### src/rtl/isr_pkg.sv
package isr_pkg;
  typedef enum logic [1:0] {
    OP_RETURN = 2'd0,
    OP_QUEUE  = 2'd1,
    OP_RDADDR = 2'd2,
    OP_WRADDR = 2'd3
  } isr_op_e;

  typedef enum logic [3:0] {
    S_IDLE,
    S_ENT1,
    S_ENT2,
    S_RET1,
    S_RET2,
    S_RET3,
    S_Q1,
    S_Q2,
    S_RD,
    S_WR
  } seq_state_e;
endpackage

### src/rtl/isr_msg_fifo.sv
module isr_msg_fifo #(
  parameter int DW    = 16,
  parameter int DEPTH = 256
) (
  input  logic          clk,
  input  logic          rst,
  input  logic          push,
  input  logic [DW-1:0] push_data,
  input  logic          pop,
  output logic [DW-1:0] pop_data,
  output logic          empty,
  output logic          overflow
);
  localparam int AW = (DEPTH > 1) ? $clog2(DEPTH) : 1;

  logic [DW-1:0] store [DEPTH];
  logic [AW-1:0] wr_ptr, rd_ptr;
  logic [AW:0]   level;
  logic          full, push_ok, pop_ok;

  assign full    = (level == (AW+1)'(DEPTH));
  assign empty   = (level == '0);
  assign push_ok = push && !full;
  assign pop_ok  = pop && !empty;

  // storage without reset so it maps onto block RAM
  always_ff @(posedge clk) begin
    if (push_ok) store[wr_ptr] <= push_data;
  end

  // registered read port, updated only on a pop
  always_ff @(posedge clk) begin
    if (pop_ok) pop_data <= store[rd_ptr];
  end

  always_ff @(posedge clk) begin
    if (rst) begin
      wr_ptr   <= '0;
      rd_ptr   <= '0;
      level    <= '0;
      overflow <= 1'b0;
    end else begin
      if (push_ok) wr_ptr <= (wr_ptr == AW'(DEPTH-1)) ? '0 : wr_ptr + 1'b1;
      if (pop_ok)  rd_ptr <= (rd_ptr == AW'(DEPTH-1)) ? '0 : rd_ptr + 1'b1;
      level <= level + (AW+1)'(push_ok) - (AW+1)'(pop_ok);
      if (push && full) overflow <= 1'b1;
    end
  end
endmodule

### src/rtl/isr_seq_fsm.sv
module isr_seq_fsm
  import isr_pkg::*;
#(
  parameter int DW = 16
) (
  input  logic          clk,
  input  logic          rst,
  input  logic          boundary,
  input  logic          op_valid,
  input  logic [1:0]    op_code,
  input  logic [DW-1:0] op_arg,
  input  logic [DW-1:0] pc_in,
  input  logic [DW-1:0] acc_in,
  input  logic [DW-1:0] sp_in,
  input  logic [DW-1:0] mem_rdata,
  input  logic          q_empty,
  input  logic [DW-1:0] q_data,
  output logic          q_pop,
  output logic          mem_we,
  output logic          mem_re,
  output logic [DW-1:0] mem_addr,
  output logic [DW-1:0] mem_wdata,
  output logic          sp_wr,
  output logic [DW-1:0] sp_out,
  output logic          pc_wr,
  output logic [DW-1:0] pc_out,
  output logic          acc_wr,
  output logic [DW-1:0] acc_out,
  output logic          op_done,
  output logic [DW-1:0] op_rdata,
  output logic          busy,
  output logic          deferred,
  output logic [DW-1:0] ia_value
);
  localparam logic [DW-1:0] ONE = DW'(1);
  localparam logic [DW-1:0] TWO = DW'(2);

  seq_state_e    state;
  logic [DW-1:0] ia_q, sp_q, pc_q, acc_q;
  logic          defer_q;

  assign q_pop    = (state == S_IDLE) && !op_valid && boundary && !defer_q && !q_empty;
  assign deferred = defer_q;
  assign ia_value = ia_q;

  always_ff @(posedge clk) begin
    if (rst) begin
      state   <= S_IDLE;
      ia_q    <= '0;
      defer_q <= 1'b0;
      sp_q    <= '0;
      pc_q    <= '0;
      acc_q   <= '0;
    end else begin
      unique case (state)
        S_IDLE: begin
          if (op_valid) begin
            sp_q <= sp_in;
            unique case (isr_op_e'(op_code))
              OP_RETURN: state <= S_RET1;
              OP_QUEUE:  begin state <= S_Q1; defer_q <= |op_arg; end
              OP_RDADDR: state <= S_RD;
              OP_WRADDR: begin state <= S_WR; ia_q <= op_arg; end
            endcase
          end else if (q_pop) begin
            // a dequeue with no handler address is dropped silently
            if (ia_q != '0) begin
              state   <= S_ENT1;
              defer_q <= 1'b1;
              sp_q    <= sp_in;
              pc_q    <= pc_in;
              acc_q   <= acc_in;
            end
          end
        end
        S_ENT1: state <= S_ENT2;
        S_RET1: state <= S_RET2;
        S_RET2: state <= S_RET3;
        S_RET3: begin state <= S_IDLE; defer_q <= 1'b0; end
        S_Q1:   state <= S_Q2;
        default: state <= S_IDLE;
      endcase
    end
  end

  // outputs decode the registered state only
  always_comb begin
    mem_we    = 1'b0;
    mem_re    = 1'b0;
    mem_addr  = '0;
    mem_wdata = '0;
    sp_wr     = 1'b0;
    sp_out    = '0;
    pc_wr     = 1'b0;
    pc_out    = '0;
    acc_wr    = 1'b0;
    acc_out   = '0;
    op_done   = 1'b0;
    op_rdata  = '0;
    busy      = (state != S_IDLE);
    unique case (state)
      S_ENT1: begin
        mem_we    = 1'b1;
        mem_addr  = sp_q - ONE;
        mem_wdata = pc_q;
      end
      S_ENT2: begin
        mem_we    = 1'b1;
        mem_addr  = sp_q - TWO;
        mem_wdata = acc_q;
        sp_wr     = 1'b1;
        sp_out    = sp_q - TWO;
        pc_wr     = 1'b1;
        pc_out    = ia_q;
        acc_wr    = 1'b1;
        acc_out   = q_data;
      end
      S_RET1: begin
        mem_re   = 1'b1;
        mem_addr = sp_q;
      end
      S_RET2: begin
        mem_re   = 1'b1;
        mem_addr = sp_q + ONE;
        acc_wr   = 1'b1;
        acc_out  = mem_rdata;
      end
      S_RET3: begin
        pc_wr   = 1'b1;
        pc_out  = mem_rdata;
        sp_wr   = 1'b1;
        sp_out  = sp_q + TWO;
        op_done = 1'b1;
      end
      S_Q2: op_done = 1'b1;
      S_RD: begin
        op_done  = 1'b1;
        op_rdata = ia_q;
      end
      S_WR: op_done = 1'b1;
      default: ;
    endcase
  end
endmodule

### src/rtl/isr_sequencer.sv
module isr_sequencer #(
  parameter int DW    = 16,
  parameter int DEPTH = 256
) (
  input  logic          clk,
  input  logic          rst,
  input  logic          msg_valid,
  input  logic [DW-1:0] msg_data,
  input  logic          boundary,
  input  logic          op_valid,
  input  logic [1:0]    op_code,
  input  logic [DW-1:0] op_arg,
  input  logic [DW-1:0] pc_in,
  input  logic [DW-1:0] acc_in,
  input  logic [DW-1:0] sp_in,
  input  logic [DW-1:0] mem_rdata,
  output logic          mem_we,
  output logic          mem_re,
  output logic [DW-1:0] mem_addr,
  output logic [DW-1:0] mem_wdata,
  output logic          sp_wr,
  output logic [DW-1:0] sp_out,
  output logic          pc_wr,
  output logic [DW-1:0] pc_out,
  output logic          acc_wr,
  output logic [DW-1:0] acc_out,
  output logic          op_done,
  output logic [DW-1:0] op_rdata,
  output logic          busy,
  output logic          deferred,
  output logic [DW-1:0] ia_value,
  output logic          fault
);
  logic          q_pop, q_empty;
  logic [DW-1:0] q_data;

  isr_msg_fifo #(.DW(DW), .DEPTH(DEPTH)) u_fifo (
    .clk       (clk),
    .rst       (rst),
    .push      (msg_valid),
    .push_data (msg_data),
    .pop       (q_pop),
    .pop_data  (q_data),
    .empty     (q_empty),
    .overflow  (fault)
  );

  isr_seq_fsm #(.DW(DW)) u_fsm (
    .clk       (clk),
    .rst       (rst),
    .boundary  (boundary),
    .op_valid  (op_valid),
    .op_code   (op_code),
    .op_arg    (op_arg),
    .pc_in     (pc_in),
    .acc_in    (acc_in),
    .sp_in     (sp_in),
    .mem_rdata (mem_rdata),
    .q_empty   (q_empty),
    .q_data    (q_data),
    .q_pop     (q_pop),
    .mem_we    (mem_we),
    .mem_re    (mem_re),
    .mem_addr  (mem_addr),
    .mem_wdata (mem_wdata),
    .sp_wr     (sp_wr),
    .sp_out    (sp_out),
    .pc_wr     (pc_wr),
    .pc_out    (pc_out),
    .acc_wr    (acc_wr),
    .acc_out   (acc_out),
    .op_done   (op_done),
    .op_rdata  (op_rdata),
    .busy      (busy),
    .deferred  (deferred),
    .ia_value  (ia_value)
  );
endmodule

### config.mk
export PLATFORM = sky130hd
export DESIGN_NAME = isr_sequencer
export DESIGN_NICKNAME = d
export VERILOG_FILES = /design/src/rtl/isr_pkg.sv /design/src/rtl/isr_msg_fifo.sv /design/src/rtl/isr_seq_fsm.sv /design/src/rtl/isr_sequencer.sv
export SDC_FILE = /design/constraint.sdc
export NUM_CORES = 2
export LEC_CHECK = 0
export CAP_MARGIN = 20
export CORE_MARGIN = 5
export CORE_UTILIZATION = 57
export CTS_CLUSTER_SIZE = 14
export DETAILED_ROUTE_END_ITERATION = 8
export PLACE_DENSITY = 0.69
export REMOVE_ABC_BUFFERS = 1
export SKIP_LAST_GASP = 1
export SLEW_MARGIN = 5
export SYNTH_ARGS = -nofsm -noshare
export SYNTH_HDL_FRONTEND = slang
export SYNTH_SLANG_ARGS = --single-unit
export TNS_END_PERCENT = 10
### constraint.sdc
create_clock -name clk -period 4.2 [get_ports clk]
set_input_delay 0.84 -clock clk [delete_from_list [all_inputs] [get_ports clk]]
set_output_delay 0.84 -clock clk [all_outputs]
set_load 0.05 [all_outputs]
### Yosys cells after proc, flatten, opt, wreduce, memory -nomap -nowiden

Memories as Yosys holds them, arrays and structs flattened. A register that Yosys moved wholly into a read port is not among the register bits.
Cells that the tools add are included.

* bitwise operators: 1
* div/mod/pow operators: 0
* shift-type cells: 0
* magnitude comparators: 0
* multiply operators: 0
* add/sub/neg operators: 8
* multiplexer cells: 28
* reduce and logical (&&, ||, !) cells: 30
* equality and inequality tests: 18

Operators by type and width (number)
* 16-bit case mux with 2 select lines: 4
* 16-bit two-way mux: 4
* 16-bit case mux with 4 select lines: 1
* 4-bit case mux with 5 select lines: 1
* 16-bit by 1-bit adder with 16-bit output, second input constant: 1
* 16-bit by 2-bit adder with 16-bit output, second input constant: 1
* 8-bit by 1-bit adder with 8-bit output, second input constant: 2
* 4-bit by 3-bit == test with 1-bit output, second input constant: 4
* 8-bit == test, second input constant: 2
* 8-bit two-way mux: 2
* 4-bit case mux with 4 select lines: 1
* 16-bit nonzero test: 1
* 16-bit OR reduction: 1
* 16-bit by 1-bit subtractor with 16-bit output, second input constant: 1
* 16-bit by 2-bit subtractor with 16-bit output, second input constant: 1
* 4-bit two-way mux: 3
* 1-bit two-way mux: 11
* 9-bit by 1-bit adder with 9-bit output: 1
* 9-bit == test, second input constant: 1
* 9-bit logical NOT: 1
* 3-bit inequality test, second input constant: 3
* 9-bit by 1-bit subtractor with 9-bit output: 1
* 4-bit by 2-bit == test with 1-bit output, second input constant: 2
* 4-bit == test, second input constant: 2
* 16 further kinds: 33

* memory bits (read-only): 0
* logic and storage cells: 96
* bits in writable memories: 4096
* bits of input ports: 103
* memories kept: 1
* latch bits: 0
* output and inout bits: 121
* register bits after elaboration: 95

Memories
* u_fifo.store: depth 256, bits a word 16, rd ports 1, clocked after memory_dff 1, wr ports 1, line isr_msg_fifo.sv:16 `logic [DW-1:0] store [DEPTH];`

### Logic depth before layout (Yosys ltp)

* word-level depth: 8
* depth in mapped cells: 17
* gate-level depth less buffers: 16

### Modules after synthesis

A second synthesis with hierarchy kept.

* cell total of the unflattened synthesis: 7808
* area total of the unflattened synthesis: 164824.3 um^2

Modules (own cells, without submodules)
* isr_msg_fifo: seq. area each 123998.9 um^2, instances 1, area an instance 159701.9 um^2, cells an instance 7137
* isr_seq_fsm: seq. area each 1381.3 um^2, instances 1, area an instance 5122.4 um^2, cells an instance 671

### Worst setup path after synthesis

OpenSTA, ideal clock, no wires.

* path type: register to output
* start: register u_fsm.state[3]
* end: output port mem_addr[12]
* required time: 3.360 ns
* path slack: -0.347 ns
* arrival time: 3.707 ns
* stages on the path, launching flop included: 15
* cell sequence: dfxtp_1 -> clkbuf_1 -> nor2_1 -> nand2_1 -> nor2_1 -> inv_1 -> fa_1 -> nand3_1 -> nand2_1 -> a31oi_1 -> a2bb2oi_1 -> a21bo_2 -> o21ai_0 -> xnor2_1 -> o22ai_1

* longest elaborated chain between the ends: 2
* elaborated cells on any way between the ends: 5
* classes of those cells: eq/ne: 4; mux: 1

RTL lines
* start, declared: line isr_seq_fsm.sv:38 `seq_state_e state;`
* start signal, assigned: line isr_seq_fsm.sv:48 `state <= S_IDLE;`
* start signal, assigned: line isr_seq_fsm.sv:60 `OP_RETURN: state <= S_RET1;`
* start signal, assigned: line isr_seq_fsm.sv:61 `OP_QUEUE: begin state <= S_Q1; defer_q <= |op_arg; end`
* 4-bit by 3-bit == test with 1-bit output, or another cell as far along: line isr_seq_fsm.sv:101 `unique case (state)`
* 16-bit case mux with 4 select lines (*): line isr_seq_fsm.sv:101
* end, declared: line isr_sequencer.sv:19 `output logic [DW-1:0] mem_addr,`

Mark *: on every way between the ends. The rest lies on a longest branch, timed or not.

### Worst setup path after layout

* start: register u_fsm.state[0]
* end: output port mem_addr[15]

The elaborated chain is that of the path after synthesis.

==> impl_results.md <==
* Predominant post-synthesis flop cell: edfxtp_1
* Mean number of vias per cell at 6.739
* CP max FO at 11
* P_sw at 22240 µW
* Final net count at 9012
* Seq/Total Area, Yosys at 0.7607
* Clock transition at path regs at 60 ps
* Full die area at 0.3000 mm²
* Combinational Power Share at 0.116
* Yosys warnings at 0
* Clock Sinks at 4207
* Pwr/cell area at 496.0 mW/mm²
* Root Driver: clkbuf_16
* Synth Instances at 7965
* Arrival @ worst endpoint at 3650 ps
* Fraction of registers with async set/reset at 0
* Actual slew at the worst max-slew pin at 1497 ps
* Failing checks: setup timing
* Drt drc at 0
* Post-placement cell count at 12210
* Finished Layout Cells at 13010
* Clock network power share at 0.391
* DP HPWL at 285200 µm
* Initial antenna violation count at 28
* FF/Latch Area at 0.1254 mm²
* RePlAce Congestion at 0.9591
* Largest net degree at the start of global routing at 161
* P_leak at 0.05954 µW
* Clk buf depth at 4
* 1st-pass router iterations at 6
* Final setup margin at -292.6 ps
* # IOs at 224
* Max-slew violation count at 0
* CTS Buf Count at 418
* Yosys top cell by area: edfxtp_1
* RSZ-0062 raised after global routing: true
* Outcome: finished, violations left
* Remaining Overflow, GRT at 0
* CTS H-tree depth at 5
* # setup viols final at 47
* Kind of critical path: register to primary output
* Peak VDD IR at 0.3891 mV
* Yosys cell types at 78
* CTS tree: yes
* Final hold vios at 0
* Area grow syn2layout at 15.33%
* Row count at 197
* Avg Cell Area, Syn at 20.69 µm²
* Gr usage total at 0.3100
* Routed Antenna Nets at 0
* Tcrit/Tclk final at 1.070
* Core area at 0.2879 mm²
* Post-Route Skew at 91.32 ps
* Post-place setup slack at 114.8 ps
* Die height at 547.7 µm
* Area of the multi-input gates at 0.03713 mm²
* Sw Ratio at 0.2358
* Total wire length at 468100 µm
* Starting Density at 0.5725
* Ranking of synthesized cells by area: edfxtp_1 (75%), mux4_2 (13%), mux2i_1 (2.5%)
* Worst skew pair latency at 1000 ps
* Total power draw at 94290 µW
* Maximum capacitance violations at 0
* Vias at 87690
* Post-synth EDFFs at 4112
* Post-synth top area share at 0.7492
* Reg power frac at 0.493
* Die width at 547.7 µm
* FF+latch count, synth at 4207
* Port-buffer cells at 223
* Fin crit period at 4493 ps
* Worst Path Required at 3360 ps
* First-pass GRT wire length at 659200 µm
* FMAX at 222.6 MHz
* Type of the worst min-delay path: input pin to register
* Vias in the first global route at 86140
* Worst slew margin at 0.001950
* Drt wl/cell at 35.97 µm
* Ratio of cells with drive above 1 in the final layout at 0.2752
* CP endpoint kind: primary output
* Setup TNS at -4740 ps
* P_int at 72050 µW
* # hold bufs at CTS at 0
* Fill count at 18430
* Drt initial violations at 13850
* Mapped cell area at 0.1648 mm²
* Type of origin of the critical path: register
[worst max-delay path, stage by stage, from the launching register on]
cell and delay [ps]:
dfxtp_4 350, nor2_4 120, nand2_2 80, nor2_4 150
buf_4 160, inv_4 60, buf_6 150, ha_1 340
a21oi_1 230, nor2b_1 100, a31oi_1 220, a21oi_2 100
xnor2_2 210, nand2_1 120, o221ai_4 140, buf_12 180
[synthesized netlist by cell type (all sizes together) (11+ instances only)]
library cell / n
ha: 40
nor2b: 27
nor2: 441
buf: 274
a22oi: 40
nor3: 35
o221ai: 34
a21o: 11
a31oi: 21
a2111oi: 13
xnor2: 30
a21oi: 223
inv: 26
nor4: 15
o211ai: 31
and3: 14
dfxtp: 95
nand3: 60
a221oi: 104
mux4: 962
xor2: 17
o22ai: 62
edfxtp: 4112
nand2: 282
mux2i: 415
clkbuf: 205
nand4: 14
a211oi: 26
a22o: 53
a311oi: 11
and2: 28
nand2b: 13
o21ai: 125
[sequential cells by signal (all words and copies together), names as in the netlist, 8 cells and up]
register / count
u_fifo.level: 9
u_fifo.pop_data: 16
u_fifo.rd_ptr: 8
u_fifo.store: 4096
u_fifo.wr_ptr: 8
u_fsm.acc_q: 16
u_fsm.ia_value: 16
u_fsm.pc_q: 16
u_fsm.sp_q: 16
[final timing paths]
path | to | startpoint | cells after the start | slack, ps
worst max register to register | u_fifo.pop_data[2] | u_fifo.rd_ptr[0] | 7 | -100
worst min register to register | u_fifo.overflow | u_fifo.overflow | 2 | 480
worst max-delay path | mem_addr[15] | u_fsm.state[0] | 15 | -290
worst min-delay path | u_fifo.store[135][9] | msg_data[9] | 1 | 410
[power by group through the flow]
stage | clock network [µW] | logic, µW | registers, µW
after floorplan | 0 | 6000 | 47600
after global placement | 0 | 10600 | 47300
after detailed placement | 0 | 10700 | 47300
after CTS | 37100 | 10900 | 46500
after global routing | 39100 | 11600 | 46400
final | 36900 | 11000 | 46500
[kinds of logic (layout without fill, tap and decap cells)]
family	after synthesis	after routing	synth area share
AOI/OAI and AO/OA	818	818	0.03349
xor gates and xnor gates	47	47	0.002498
adders and majority gates	42	42	0.003280
buffers and inverters	506	1764	0.01785
DFF	4207	4207	0.7607
muxes	1385	1385	0.1572
other	0	8	0
and+or+nand+nor	960	960	0.02495
[per-stage QoR]
stage | area (µm²) | utilization | hold WS (ps)
3_5_place_dp | 176100 | 0.6117 | 463.9
4_1_cts | 189900 | 0.6595 | 363.2
6_report | 190100 | 0.6602 | 411.9
2_1_floorplan | 162000 | - | 455.7
5_1_grt | 190100 | 0.6602 | 389.4
3_3_place_gp | 176100 | 0.6117 | 451.7
[repair_timing]
item,in CTS,in global routing
pin swaps,14,15
hold endpoints to repair,0,0
buffers inserted,10,5
endpoints found under the setup margin,52,57
resized for setup,35,21
gates cloned,1,0
[cell type report]
type | instances | share of cell area
repair inverters | 1 | 0.00003291
inverters | 27 | 0.0006582
repair buffers | 960 | 0.04801
flip-flops and latches | 4207 | 0.6598
clock buffers | 519 | 0.05751
well taps | 3781 | 0.02489
diodes | 8 | 0.0001053
multi-input cells | 3252 | 0.1953
clock inverters | 257 | 0.01368
[placed cells by master (no fill, tap or decap), types with 33 or more instances in the layout]
| cell | instances |
|---|---|
| clkbuf_1 | 94 |
| a221oi_1 | 103 |
| o221ai_1 | 33 |
| buf_12 | 111 |
| a22o_1 | 53 |
| a21oi_1 | 218 |
| o22ai_1 | 60 |
| clkinv_2 | 84 |
| bufinv_16 | 38 |
| nand2_1 | 280 |
| nor2_2 | 86 |
| clkdlybuf4s50_1 | 158 |
| clkinv_1 | 94 |
| a22oi_1 | 40 |
| clkbuf_16 | 420 |
| dfxtp_1 | 86 |
| o21ai_0 | 119 |
| buf_4 | 671 |
| edfxtp_1 | 4112 |
| nor2_1 | 351 |
| mux4_2 | 962 |
| mux2i_1 | 414 |
| nand3_1 | 41 |
[per-layer routing]
| layer | vias up | global-route usage | routed length [µm] |
|---|---|---|---|
| met3 | 932 | 0.07896 | 58200 |
| met2 | 5884 | 0.4679 | 214900 |
| met1 | 45930 | 0.4410 | 172000 |
| met5 | - | 0 | 18 |
| met4 | 2 | 0.1251 | 22880 |
| li1 | 34940 | - | - |
Note: power is estimated with default switching activity, not from simulation.
